--- config.mk ---
export PLATFORM = sky130hd
export DESIGN_NAME = sync_char_rx
export DESIGN_NICKNAME = d
export VERILOG_FILES = /design/src/rtl/sync_rx_pkg.sv /design/src/rtl/sync_rx_hunt.sv /design/src/rtl/sync_rx_framer.sv /design/src/rtl/sync_rx_hold.sv /design/src/rtl/sync_char_rx.sv
export SDC_FILE = /design/constraint.sdc
export NUM_CORES = 1
export LEC_CHECK = 0
export ABC_AREA = 0
export ABC_CLOCK_PERIOD_IN_PS = 6300
export BUFFER_PORTS_ARGS = -buffer_cell sky130_fd_sc_hd__buf_2
export CORE_AREA = 2 2 105 107
export CTS_BUF_LIST = sky130_fd_sc_hd__clkbuf_8
export DETAILED_ROUTE_END_ITERATION = 8
export DIE_AREA = 0 0 107 109
export SLEW_MARGIN = 20
export SYNTH_ARGS = -nofsm -noshare
export SYNTH_HDL_FRONTEND = slang
export SYNTH_SLANG_ARGS = --single-unit
--- constraint.sdc ---
create_clock -name clk_i -period 6.3 [get_ports clk_i]
set_input_delay 0.315 -clock clk_i [delete_from_list [all_inputs] [get_ports clk_i]]
set_output_delay 0.315 -clock clk_i [all_outputs]
set_load 0.03 [all_outputs]
--- src/rtl/sync_rx_pkg.sv ---
package sync_rx_pkg;
  localparam int DATA_W  = 8;
  localparam int LEN_W   = 2;
  localparam int MIN_LEN = 5;
  localparam int CNT_W   = $clog2(DATA_W + 2);

  typedef logic [LEN_W-1:0]  len_code_t;
  typedef logic [CNT_W-1:0]  bit_cnt_t;
  typedef logic [DATA_W-1:0] char_t;

  typedef enum logic {ST_HUNT = 1'b0, ST_SYNC = 1'b1} sync_state_t;

  function automatic bit_cnt_t char_bits(len_code_t c);
    return bit_cnt_t'(MIN_LEN) + bit_cnt_t'(c);
  endfunction

  function automatic bit_cnt_t pad_bits(len_code_t c);
    return bit_cnt_t'(DATA_W) - char_bits(c);
  endfunction

  function automatic char_t len_mask(len_code_t c);
    return {DATA_W{1'b1}} >> pad_bits(c);
  endfunction
endpackage

--- src/rtl/sync_rx_hunt.sv ---
module sync_rx_hunt
  import sync_rx_pkg::*;
(
  input  logic      clk_i,
  input  logic      rst_ni,
  input  logic      bit_en_i,
  input  logic      bit_i,
  input  len_code_t len_i,
  input  logic      ext_mode_i,
  input  logic      sync_pin_i,
  input  char_t     pattern_i,
  input  logic      hunt_i,
  output logic      in_sync_o
);
  sync_state_t state_q;
  char_t       win_q, win_nxt;
  bit_cnt_t    fill_q, fill_nxt;
  logic        pat_hit;

  always_comb begin
    win_nxt  = {bit_i, win_q[DATA_W-1:1]};
    fill_nxt = (fill_q >= bit_cnt_t'(DATA_W)) ? fill_q : fill_q + bit_cnt_t'(1);
    // newest N bits sit at the top of the window
    pat_hit  = ((win_nxt >> pad_bits(len_i)) == (pattern_i & len_mask(len_i)))
               && (fill_nxt >= char_bits(len_i));
  end

  always_ff @(posedge clk_i or negedge rst_ni) begin
    if (!rst_ni) begin
      state_q <= ST_HUNT;
      win_q   <= '0;
      fill_q  <= '0;
    end else if (hunt_i) begin
      state_q <= ST_HUNT;
      win_q   <= '0;
      fill_q  <= '0;
    end else if (state_q == ST_HUNT) begin
      if (ext_mode_i) begin
        if (sync_pin_i) state_q <= ST_SYNC;
      end else if (bit_en_i) begin
        win_q  <= win_nxt;
        fill_q <= fill_nxt;
        if (pat_hit) state_q <= ST_SYNC;
      end
    end
  end

  assign in_sync_o = (state_q == ST_SYNC);

  assert_hunt_clears_R4: assert property (@(posedge clk_i) disable iff (!rst_ni)
    hunt_i |=> !in_sync_o);
  assert_sync_holds_R4: assert property (@(posedge clk_i) disable iff (!rst_ni)
    (in_sync_o && !hunt_i) |=> in_sync_o);
  assert_ext_sync_R3: assert property (@(posedge clk_i) disable iff (!rst_ni)
    (!in_sync_o && ext_mode_i && sync_pin_i && !hunt_i) |=> in_sync_o);
  assert_int_needs_bit_R2: assert property (@(posedge clk_i) disable iff (!rst_ni)
    (!in_sync_o && !ext_mode_i && !bit_en_i) |=> !in_sync_o);
endmodule

--- src/rtl/sync_rx_framer.sv ---
module sync_rx_framer
  import sync_rx_pkg::*;
(
  input  logic      clk_i,
  input  logic      rst_ni,
  input  logic      in_sync_i,
  input  logic      hunt_i,
  input  logic      bit_en_i,
  input  logic      bit_i,
  input  len_code_t len_i,
  input  logic      par_en_i,
  input  logic      par_odd_i,
  output logic      done_o,
  output char_t     char_o,
  output logic      perr_o
);
  bit_cnt_t cnt_q, n_bits, frame_len;
  char_t    data_q, data_nxt;
  logic     par_q, par_nxt, take, last;

  always_comb begin
    n_bits    = char_bits(len_i);
    frame_len = n_bits + bit_cnt_t'(par_en_i);
    take      = bit_en_i && in_sync_i && !hunt_i;
    data_nxt  = (cnt_q < n_bits) ? {bit_i, data_q[DATA_W-1:1]} : data_q;
    par_nxt   = par_q ^ bit_i;
    last      = (cnt_q == frame_len - bit_cnt_t'(1));
    done_o    = take && last;
    char_o    = data_nxt >> pad_bits(len_i);
    perr_o    = done_o && par_en_i && (par_nxt != par_odd_i);
  end

  always_ff @(posedge clk_i or negedge rst_ni) begin
    if (!rst_ni) begin
      cnt_q  <= '0;
      data_q <= '0;
      par_q  <= 1'b0;
    end else if (!in_sync_i || hunt_i) begin
      cnt_q  <= '0;
      data_q <= '0;
      par_q  <= 1'b0;
    end else if (take) begin
      if (last) begin
        cnt_q  <= '0;
        data_q <= '0;
        par_q  <= 1'b0;
      end else begin
        cnt_q  <= cnt_q + bit_cnt_t'(1);
        data_q <= data_nxt;
        par_q  <= par_nxt;
      end
    end
  end

  assert_no_frame_hunting_R11: assert property (@(posedge clk_i) disable iff (!rst_ni)
    done_o |-> in_sync_i);
  assert_cnt_idle_hunting_R5: assert property (@(posedge clk_i) disable iff (!rst_ni)
    (!in_sync_i) |=> (cnt_q == '0));
endmodule

--- src/rtl/sync_rx_hold.sv ---
module sync_rx_hold
  import sync_rx_pkg::*;
(
  input  logic      clk_i,
  input  logic      rst_ni,
  input  logic      done_i,
  input  char_t     char_i,
  input  logic      perr_i,
  input  len_code_t len_i,
  input  logic      rd_ack_i,
  input  logic      err_clr_i,
  output char_t     data_o,
  output logic      ready_o,
  output logic      perr_o,
  output logic      ovr_o
);
  always_ff @(posedge clk_i or negedge rst_ni) begin
    if (!rst_ni) begin
      data_o  <= '0;
      ready_o <= 1'b0;
      perr_o  <= 1'b0;
      ovr_o   <= 1'b0;
    end else begin
      if (done_i) data_o <= char_i;

      if (done_i)        ready_o <= 1'b1;
      else if (rd_ack_i) ready_o <= 1'b0;

      if (done_i && ready_o && !rd_ack_i) ovr_o <= 1'b1;
      else if (err_clr_i)                 ovr_o <= 1'b0;

      if (done_i && perr_i) perr_o <= 1'b1;
      else if (err_clr_i)   perr_o <= 1'b0;
    end
  end

  assert_ready_set_R8: assert property (@(posedge clk_i) disable iff (!rst_ni)
    done_i |=> ready_o);
  assert_ack_clears_R8: assert property (@(posedge clk_i) disable iff (!rst_ni)
    (rd_ack_i && !done_i) |=> !ready_o);
  assert_overrun_R9: assert property (@(posedge clk_i) disable iff (!rst_ni)
    (done_i && ready_o && !rd_ack_i) |=> ovr_o);
  assert_err_clear_R10: assert property (@(posedge clk_i) disable iff (!rst_ni)
    (err_clr_i && !done_i) |=> (!ovr_o && !perr_o));
  assert_upper_zero_R6: assert property (@(posedge clk_i) disable iff (!rst_ni)
    (done_i && $stable(len_i)) |=> ((data_o & ~len_mask(len_i)) == '0));
endmodule

--- src/rtl/sync_char_rx.sv ---
module sync_char_rx
  import sync_rx_pkg::*;
(
  input  logic       clk_i,
  input  logic       rst_ni,
  input  logic       rx_bit_en_i,
  input  logic       rx_data_i,
  input  logic [1:0] char_len_i,
  input  logic       parity_en_i,
  input  logic       parity_odd_i,
  input  logic       ext_sync_en_i,
  input  logic       sync_pin_i,
  input  logic [7:0] sync_char_i,
  input  logic       hunt_i,
  input  logic       rd_ack_i,
  input  logic       err_clr_i,
  output logic [7:0] rx_char_o,
  output logic       rx_ready_o,
  output logic       sync_det_o,
  output logic       parity_err_o,
  output logic       overrun_o
);
  logic  in_sync, done, perr;
  char_t frame_char;

  sync_rx_hunt u_hunt (
    .clk_i      (clk_i),
    .rst_ni     (rst_ni),
    .bit_en_i   (rx_bit_en_i),
    .bit_i      (rx_data_i),
    .len_i      (char_len_i),
    .ext_mode_i (ext_sync_en_i),
    .sync_pin_i (sync_pin_i),
    .pattern_i  (sync_char_i),
    .hunt_i     (hunt_i),
    .in_sync_o  (in_sync)
  );

  sync_rx_framer u_framer (
    .clk_i     (clk_i),
    .rst_ni    (rst_ni),
    .in_sync_i (in_sync),
    .hunt_i    (hunt_i),
    .bit_en_i  (rx_bit_en_i),
    .bit_i     (rx_data_i),
    .len_i     (char_len_i),
    .par_en_i  (parity_en_i),
    .par_odd_i (parity_odd_i),
    .done_o    (done),
    .char_o    (frame_char),
    .perr_o    (perr)
  );

  sync_rx_hold u_hold (
    .clk_i     (clk_i),
    .rst_ni    (rst_ni),
    .done_i    (done),
    .char_i    (frame_char),
    .perr_i    (perr),
    .len_i     (char_len_i),
    .rd_ack_i  (rd_ack_i),
    .err_clr_i (err_clr_i),
    .data_o    (rx_char_o),
    .ready_o   (rx_ready_o),
    .perr_o    (parity_err_o),
    .ovr_o     (overrun_o)
  );

  assign sync_det_o = in_sync;

  assert_ready_needs_sync_R11: assert property (@(posedge clk_i) disable iff (!rst_ni)
    (!sync_det_o && !rx_ready_o) |=> !rx_ready_o);
endmodule

==> impl_metrics.yaml, run 1 <==
outcome:
  outcome: "completed"
critical_path:
  end_kind: "flip-flop"
  critPathArrivalTime_ns: 4.56
  cp-start-kind: "input port"
  cpPeakStageDelay_ns: 0.96
  crit_chain: "buf_2 > clkinv_1 > ha_1 > clkinv_1 > ha_1 > o21ai_0 > or3_1 > nand2_1 > mux4_2 > mux2i_1 > o21ai_0"
  worstSetupPathType: "in -> reg"
  worstPathMaxFanout: 26
  crit_required_ns: 6.48
  critPathSlowestCell: "ha_1"
clock_tree:
  cts_buffers: 5
  cts.path.max_buffers: 2
  cts_hold_buf: 0
  clkLatencyLatePin_ns: 0.29
  htree_num_levels: 2
  post_cts_resize_count: 0
  clockRootBuffer: "clkbuf_8"
  cts.sinks: 36
  postCtsSetupBuffers: 0
  tritoncts: "yes"
  clkTransAtPathRegs_ns: 0.07
detailed_routing:
  first_pass_iters: 4
  drc: 0
  viasPerCell: 4.88
  route.final.wire_length_um: 6060
  postRouteAntennaNets: 0
  vias: 2120
  post_drt_wl_per_cell_um: 14.0
  first_iter_violations: 99
timing:
  period_minus_slack_ns: 4.38
  slew_headroom: 0.344
  rsz0062_at_grt: "false"
  hold_viol_final: 0
  clock_skew_ns: 0.00375
  maxSlewViolCount: 0
  post-route-period-util: 0.695
  max_freq_mhz: 228
  setup_tns_ns: 0
  tightest_slew_ns: 0.980
  setup_viol: 0
final_layout:
  diodes: 0
  syn2layout_area_growth_pct: 14.2
  final_cell_area_um2: 2960
  drive_above_1_share: 0.180
  fillCellCount: 1121
  final_util: 0.279
  nets: 328
synth:
  yosysTopAreaCellShare: 0.348
  syn_nets: 302
  ys_types: 53
  synth-async-reset-ratio: 1.00
  netlist_area_um2: 2590
  syn_avg_cell_area_um2: 9.69
  synth_seq_cells: 36
  synth_area_leader_cell: "dfrtp_1"
  yosysWarningCount: 0
  ys.flop_type: "dfrtp_1"
  yosysSeqAreaShare: 0.348
  synth_area_leaders: "dfrtp_1 35%, ha_1 6.8%, mux4_2 5.2%, mux2i_1 5.0%, xnor2_1 4.7%"
  synth_common_cells: "36 x dfrtp_1, 19 x nand2_1, 19 x nor2_1"
  synth.most_common_cell: "dfrtp_1"
  synth-edff-count: 0
  synth_cells: 267
run:
  maxCapViolCount: 0
placement:
  hpwl_um: 4610
  io_buffers: 32
  gp_congestion: 0.882
  dpl_cell_area_um2: 2860
global_route:
  grt_pass1_vias: 2154
  overflow: 0
  grt_usage: 0.116
  grt_pass1_wl_um: 10800
  grt_antenna_before_repair: 0
  grt_max_degree: 37
power:
  power-per-cell-area_nw_per_um2: 171
  power.total_w: 0.000505
  p_leak_nw: 1.31
  ir_worst_vdd_mv: 0.0619
hold_path:
  hold_class: "in -> async"
floorplanning:
  core-area_um2: 10600
  die_w_um: 107
  die_y_um: 109
  io_pins: 33
  placementRows: 38
  start_util: 0.244
  die_area_um2: 11700
power by group:
group          leakage, nW  switching [W]  internal (W)  total [W]
Sequential           0.500     0.00000466      0.000235   0.000240
Combinational        0.756      0.0000560     0.0000368  0.0000928
Clock               0.0510      0.0000850     0.0000872   0.000172
Total                 1.31       0.000146      0.000359   0.000505
cell usage in the layout (no fill, tap or decap), types with 2 or more instances in the layout:
cell      synthesis  routed
o21bai_1          2       2
nor2_1           19      19
nand2_1          19      19
clkbuf_8          0       6
o221ai_1          2       2
buf_2             1      32
a21oi_1          14      14
a21o_1            2       2
clkinv_2          0       2
nor2b_1           4       4
nand3_1           7       7
clkinv_1          2       2
nand3b_1          4       4
xor2_1            9       9
inv_1             9       9
a41oi_1           2       2
nand2b_1          5       5
o211ai_1          4       4
ha_1             14      14
nor3b_1           4       3
a31oi_1           5       5
a211oi_1          2       2
o21ai_0          18      18
o32ai_1           2       2
a32o_1            2       2
xnor2_1          14      14
mux4_2            6       6
mux2i_1          13      13
dfrtp_1          36      36
nor3_1            3       3
mux2_2            3       3
a22o_1            8       8
worst max-delay path, delay by kind of cell:
kind                       cells  cell delay, ns
and+or+nand+nor                2            0.66
adders and majority gates      2            1.41
buffers and inverters          3            1.33
muxes                          2            0.68
AOI/OAI and AO/OA              2            0.16
flip-flops by register name, summed over array words and instances (netlist names):
signal,count
u_hunt.win_q,7
u_hold.ready_o,1
u_hunt.fill_q,4
u_hold.ovr_o,1
u_hold.data_o,8
u_framer.par_q,1
u_hunt.in_sync_o,1
u_framer.cnt_q,4
u_framer.data_q,8
u_hold.perr_o,1
final timing paths:
path                                        start  cells past startpoint  slack, ns          endpoint
worst min register to register   u_hold.data_o[7]                      2       0.48  u_hold.data_o[7]
worst max register to register  u_framer.cnt_q[3]                      6       3.82  u_hold.data_o[1]
min in group clk_i                      err_clr_i                      2       0.22     u_hold.perr_o
worst min-delay path                       rst_ni                      1       0.11  u_hold.data_o[6]
max in group asynchronous                  rst_ni                      1       5.69   u_hunt.win_q[4]
worst max-delay path                char_len_i[0]                     11       1.92  u_hold.data_o[0]
layer usage:
metal,GRT usage,up-vias,routed length [um]
met5,0,-,0
met4,0.0464,0,101
met3,0.0269,10,322
met2,0.196,76,2890
met1,0.143,1007,2740
li1,-,1027,-
through the flow:
stage                     hold WS, ns  std cells  setup slack (ns)
after global routing            0.162        434              1.47
final                           0.107        434              1.92
after global placement          0.439        426              1.73
after detailed placement        0.457        426              1.62
after CTS                       0.140        434              1.94
after floorplan                0.0194        267              3.00
cells by family after synthesis:
group | share of synthesized area
DFF | 0.348
muxes | 0.126
AOI/OAI and AO/OA | 0.190
buffers and inverters | 0.0440
and+or+nand+nor | 0.138
xor gates and xnor gates | 0.0866
adders and majority gates | 0.0677
final cells by class:
class / count / area (um2) / share of cell area
flip-flops and latches: 36 / 901 / 0.305
inverters: 11 / 41.3 / 0.0140
clock inverters: 2 / 10.0 / 0.00339
well taps: 140 / 175 / 0.0593
clock buffers: 6 / 82.6 / 0.0279
multi-input cells: 206 / 1580 / 0.534
repair buffers: 33 / 168 / 0.0567
No activity file was read; power rests on OpenSTA's default activity.
==> run 2: changes to the inputs <==
- ABC_AREA: 0 -> 1
- ABC_CLOCK_PERIOD_IN_PS: 6300 -> 3900
- CORE_AREA: 2 2 105 107 -> 2 2 106 108
- DIE_AREA: 0 0 107 109 -> 0 0 108 110
- clock period: 6.3 -> 3.9 ns (I/O delays scaled with it)
==> run 2 against run 1 <==
Effect of this change: the run now ends with negative hold slack left; non-clock buffer count is 1 lower; clock-buffer cell count shrank 1; setup slack got worse by 0.44 ns; cell area grew 0.47%; total power increased by 70%; via count up 12%; highest routed layer unchanged; largest power group unchanged; sequential power rose by 66%; global-route usage increased by 0.12 points; register-to-register slack lost 1.9 ns; critical path depth is 4 higher; combinational power grew 99%; clock power rose by 61%.
==> impl_metrics.yaml, run 2 <==
timing:
  hold_viol_final: 11
  layout_setup_ws_ns: 1.48
  period_minus_slack_ns: 2.42
  setup_tns_ns: 0
  post-route-period-util: 0.619
  slew_headroom: 0.443
  maxSlewViolCount: 0
  max_freq_mhz: 414
  clock_skew_ns: 0.00222
  setup_viol: 0
  rsz0062_at_grt: "false"
  hold_ws_ns: -0.00720
  tightest_slew_ns: 0.835
power:
  combPwrFrac: 0.215
  p_leak_nw: 1.57
  power_switching_w: 0.000289
  clkPwrFrac: 0.322
  ir_worst_vdd_mv: 0.109
  power-per-cell-area_nw_per_um2: 290
  power.total_w: 0.000860
  p_int_w: 0.000571
  p_sw_frac: 0.336
  pwr-share-seq: 0.463
detailed_routing:
  first_pass_iters: 4
  drc: 0
  postRouteAntennaNets: 0
  post_drt_wl_per_cell_um: 11.8
  vias: 2364
  viasPerCell: 4.39
  first_iter_violations: 71
  route.final.wire_length_um: 6350
floorplanning:
  start_util: 0.245
  io_pins: 33
  core-area_um2: 10700
  die_y_um: 110
  die_w_um: 108
  placementRows: 38
  die_area_um2: 11900
synth:
  synth-edff-count: 0
  synthAdderAreaFrac: 0.0669
  synth_cells: 366
  yosysSeqAreaShare: 0.344
  synth_seq_cells: 36
  syn_avg_cell_area_um2: 7.16
  synth_compound_area_frac: 0.108
  synth_area_leaders: "dfrtp_1 34%, nand2_1 18%, inv_1 6.9%, ha_1 6.7%, nand3_1 5.0%"
  synth.most_common_cell: "nand2_1"
  ys.flop_type: "dfrtp_1"
  synth_area_leader_cell: "dfrtp_1"
  synth_common_cells: "125 x nand2_1, 48 x inv_1, 36 x dfrtp_1"
  syn_nets: 401
  synth-xor-area-share: 0.0363
  synth_top_family_by_area: "simple AND/OR/NAND/NOR gates"
  ys_types: 36
  yosysWarningCount: 0
  yosysTopAreaCellShare: 0.344
  post_synth_and_or_nand_nor_area_fraction: 0.334
  synth-async-reset-ratio: 1.00
  netlist_area_um2: 2620
  muxShareOfSynthArea: 0
final_layout:
  largest_registers: "u_framer.data_q: 8 flops, u_hold.data_o: 8 flops, u_hunt.win_q: 7 flops"
  nets: 432
  diodes: 0
  drive_above_1_share: 0.188
  syn2layout_area_growth_pct: 13.3
  layout_commonest_cell: "nand2_1"
  final_cell_mix: "125 x nand2_1, 48 x inv_1, 36 x dfrtp_1"
critical_path:
  worstPathMaxFanout: 23
  end_kind: "flip-flop"
  cp-start-kind: "input port"
  critPathArrivalTime_ns: 2.65
  crit_required_ns: 4.14
  worstSetupPathType: "in -> reg"
placement:
  dp_slack_ns: 1.20
  io_buffers: 32
  gp_congestion: 0.832
  hpwl_um: 4930
global_route:
  grt_pass1_vias: 2341
  grt_pass1_wl_um: 11000
  grt_antenna_before_repair: 0
  grt_max_degree: 37
  overflow: 0
  grt_usage: 0.117
clock_tree:
  htree_num_levels: 2
  postCtsSetupBuffers: 0
  cts.sinks: 36
  tritoncts: "yes"
  clkLatencyLatePin_ns: 0.30
  cts_buffers: 5
  post_cts_resize_count: 0
  clockRootBuffer: "clkbuf_8"
  cts.path.max_buffers: 2
  cts_hold_buf: 0
  clkTransAtPathRegs_ns: 0.08
run:
  maxCapViolCount: 0
hold_path:
  hold_class: "in -> async"
outcome:
  outcome: "finished with violations"
  violations: "negative hold slack"
-- run 2: changes by cell type after synthesis, moves of 9 or more --
cell,previous run,this run
nand2_1,19,125
inv_1,9,48
nand3_1,7,26
mux2i_1,13,0
nand2_2,0,12
a21oi_1,14,4
xnor2_1,14,5
-- run 2: cell type report --
class / instances / area, um2
clock buffers: 5 / 68.8
clock inverters: 3 / 18.8
fillers: 1193 / 7730
inverters: 56 / 215
multi-input cells: 266 / 1430
flip-flops and latches: 36 / 901
well taps: 140 / 175
repair buffers: 32 / 160
-- run 2: worst paths after layout --
kind                             startpoint  slack (ns)  cells after the start                  to
setup reg to reg           u_hunt.fill_q[0]        1.88                     15    u_hunt.in_sync_o
min in group clk_i                err_clr_i        0.10                      2       u_hold.perr_o
setup / recovery              char_len_i[0]        1.48                     15    u_hold.data_o[3]
hold reg to reg            u_hold.data_o[6]        0.48                      2    u_hold.data_o[6]
max in group asynchronous            rst_ni        3.39                      1  u_framer.data_q[7]
hold / removal                       rst_ni      -0.007                      1   u_framer.cnt_q[0]
-- run 2: stage by stage --
stage	instance area, um2	utilization	std cells	hold slack (ns)
floorplan	2620	-	366	-0.101
global placement	2880	0.269	530	0.352
detailed placement	2880	0.269	530	0.363
CTS	2970	0.278	538	0.0354
global route	2970	0.278	538	0.0729
finish	2970	0.278	538	-0.00720
-- run 2: metal layers --
| layer | vias up | track usage | part of all wire |
|---|---|---|---|
| met4 | 0 | 0.0321 | 0.013 |
| met2 | 46 | 0.199 | 0.46 |
| met3 | 9 | 0.0241 | 0.041 |
| met5 | - | 0 | 0 |
| met1 | 1087 | 0.152 | 0.49 |
| li1 | 1222 | - | - |
-- run 2: power groups by stage --
stage               clock network, W  logic [W]  registers (W)
finish                      0.000277   0.000185       0.000398
global route                0.000302   0.000214       0.000400
CTS                         0.000288   0.000188       0.000398
floorplan                          0   0.000130       0.000411
global placement                   0   0.000182       0.000405
detailed placement                 0   0.000187       0.000405
-- run 2: cells by family (layout without fill, tap and decap cells) --
group	Yosys count	in the layout
xor gates and xnor gates	10	10
adders and majority gates	14	14
buffers and inverters	64	96
DFF	36	36
and+or+nand+nor	196	196
AOI/OAI and AO/OA	46	46
-- run 2: worst max-delay path: stages --
cell     delay (ns)
buf_2          0.38
inv_4          0.17
ha_1           0.41
inv_2          0.09
ha_1           0.31
xnor2_1        0.13
nor2_1         0.08
nand2_1        0.05
inv_1          0.12
nand3_4        0.18
nor2_4         0.17
inv_2          0.05
nor2_2         0.15
nand2_1        0.07
nand3_1        0.07
==> run 3: changes to the inputs <==
- ABC_CLOCK_PERIOD_IN_PS: 3900 -> 2500
- clock period: 3.9 -> 2.5 ns (I/O delays scaled with it)
==> run 3 against run 2 <==
Effect of this change: the flow now finishes without violations; die area unchanged; register-to-register slack got worse by 1.4 ns; hold slack improved by 0.040 ns; sequential cell count unchanged; wire length increased by 1.7%; clock power increased by 55%; clock skew increased by 0.011 ns; first-iteration DRC count increased by 63%; clock-buffer cell count unchanged; global-route usage increased by 0.079 points; largest cell class unchanged; highest routed layer unchanged.
==> impl_metrics.yaml, run 3 (synthesized netlist as in run 2, its figures left out) <==
critical_path:
  critPathArrivalTime_ns: 2.25
  worstPathMaxFanout: 22
  cp-start-kind: "input port"
  end_kind: "flip-flop"
  reg2reg_slack_ns: 0.49
  worstSetupPathType: "in -> reg"
  crit_required_ns: 2.74
final_layout:
  multi_input_area_um2: 1430
  largest_registers: "u_framer.data_q: 8 flops, u_hold.data_o: 8 flops, u_hunt.win_q: 7 flops"
  diodes: 0
  regArea_um2: 901
  final_util: 0.280
  syn2layout_area_growth_pct: 14.3
  final_cell_mix: "125 x nand2_1, 48 x inv_1, 36 x dfrtp_1"
  layout_commonest_cell: "nand2_1"
  drive_above_1_share: 0.192
  nets: 435
  fillCellCount: 1174
clock_tree:
  cts.path.max_buffers: 2
  post_cts_resize_count: 0
  clkTransAtPathRegs_ns: 0.08
  clkLatencyLatePin_ns: 0.30
  postCtsSetupBuffers: 0
  clockRootBuffer: "clkbuf_8"
  htree_num_levels: 2
  cts_buffers: 5
  tritoncts: "yes"
  cts.sinks: 36
detailed_routing:
  post_drt_wl_per_cell_um: 11.9
  postRouteAntennaNets: 0
  first_iter_violations: 116
  route.final.wire_length_um: 6450
  first_pass_iters: 4
  drc: 0
  viasPerCell: 4.42
  vias: 2393
floorplanning:
  placementRows: 38
  core-area_um2: 10700
  die_w_um: 108
  io_pins: 33
  start_util: 0.245
  die_y_um: 110
  die_area_um2: 11900
timing:
  post-route-period-util: 0.807
  max_freq_mhz: 495
  maxSlewViolCount: 0
  period_minus_slack_ns: 2.02
  setup_tns_ns: 0
  slew_headroom: 0.444
  setup_viol: 0
  clock_skew_ns: 0.0128
  tightest_slew_ns: 0.833
  hold_viol_final: 0
  rsz0062_at_grt: "false"
global_route:
  grt_max_degree: 37
  grt_pass1_wl_um: 11100
  grt_usage: 0.118
  overflow: 0
  grt_antenna_before_repair: 0
  grt_pass1_vias: 2291
run:
  maxCapViolCount: 0
power:
  ir_worst_vdd_mv: 0.167
  p_sw_frac: 0.335
  pwr-share-seq: 0.462
  power_switching_w: 0.000451
  power-per-cell-area_nw_per_um2: 449
  p_int_w: 0.000894
  combPwrFrac: 0.219
  p_leak_nw: 1.58
  clkPwrFrac: 0.319
placement:
  hpwl_um: 5020
  gp_congestion: 0.824
  io_buffers: 32
outcome:
  outcome: "completed"
hold_path:
  hold_class: "in -> reg"
==> run 3: timing repair <==
item                                   CTS  global route
setup endpoints to repair                0             0
endpoints found under the hold margin   36             0
hold buffers                             1             0
==> run 3: critical path: stages <==
cell and delay, ns:
buf_2 0.11, buf_4 0.26, ha_1 0.26, inv_4 0.06, ha_1 0.31, nand3_1 0.10, nand2_1 0.06, inv_1 0.10
nand2_4 0.13, o21ai_0 0.38, nand2_1 0.10, nand2_1 0.11, nand2_1 0.07, nand3_1 0.08
==> run 3: path summary, 6_finish.rpt <==
| kind | start | to | depth (start not counted) |
|---|---|---|---|
| max | char_len_i[0] | u_hold.data_o[4] | 14 |
| min | err_clr_i | u_hold.perr_o | 2 |
| max reg2reg | u_hunt.fill_q[0] | u_hunt.in_sync_o | 15 |
| min reg2reg | u_hold.data_o[6] | u_hold.data_o[6] | 2 |
| max in group asynchronous | rst_ni | u_hunt.win_q[1] | 2 |
| min in group asynchronous | rst_ni | u_framer.par_q | 2 |
==> run 3: area by class of cell <==
cell class              count  share of cell area
multi-input cells         266               0.478
flip-flops and latches     36               0.301
inverters                  56              0.0719
repair buffers             35              0.0618
well taps                 140              0.0585
clock buffers               5              0.0230
clock inverters             3             0.00627
==> run 3: power groups by stage <==
stage               Combinational, W  Clock, W  Sequential [W]
floorplan                   0.000202         0        0.000641
global placement            0.000288         0        0.000633
detailed placement          0.000294         0        0.000633
CTS                         0.000297  0.000446        0.000622
global route                0.000343  0.000468        0.000626
finish                      0.000295  0.000429        0.000622
==> run 3: metal layers <==
metal	vias to the layer above	wire length [um]	track usage
met3	6	240	0.0229
li1	1227	-	-
met5	-	0	0
met2	39	3020	0.195
met1	1121	3140	0.159
met4	0	51	0.0302
==> run 3: per-stage QoR <==
| step | hold slack [ns] | instances | instance area, um2 | setup WS [ns] | total power, W |
|---|---|---|---|---|---|
| after floorplan | -0.171 | 366 | 2620 | 0.481 | 0.000844 |
| after global placement | 0.278 | 532 | 2900 | 0.249 | 0.000921 |
| after detailed placement | 0.280 | 532 | 2900 | 0.205 | 0.000927 |
| after CTS | 0.0289 | 541 | 2990 | 0.481 | 0.00137 |
| after global routing | 0.0306 | 541 | 2990 | 0.194 | 0.00144 |
| final | 0.0328 | 541 | 2990 | 0.482 | 0.00135 |
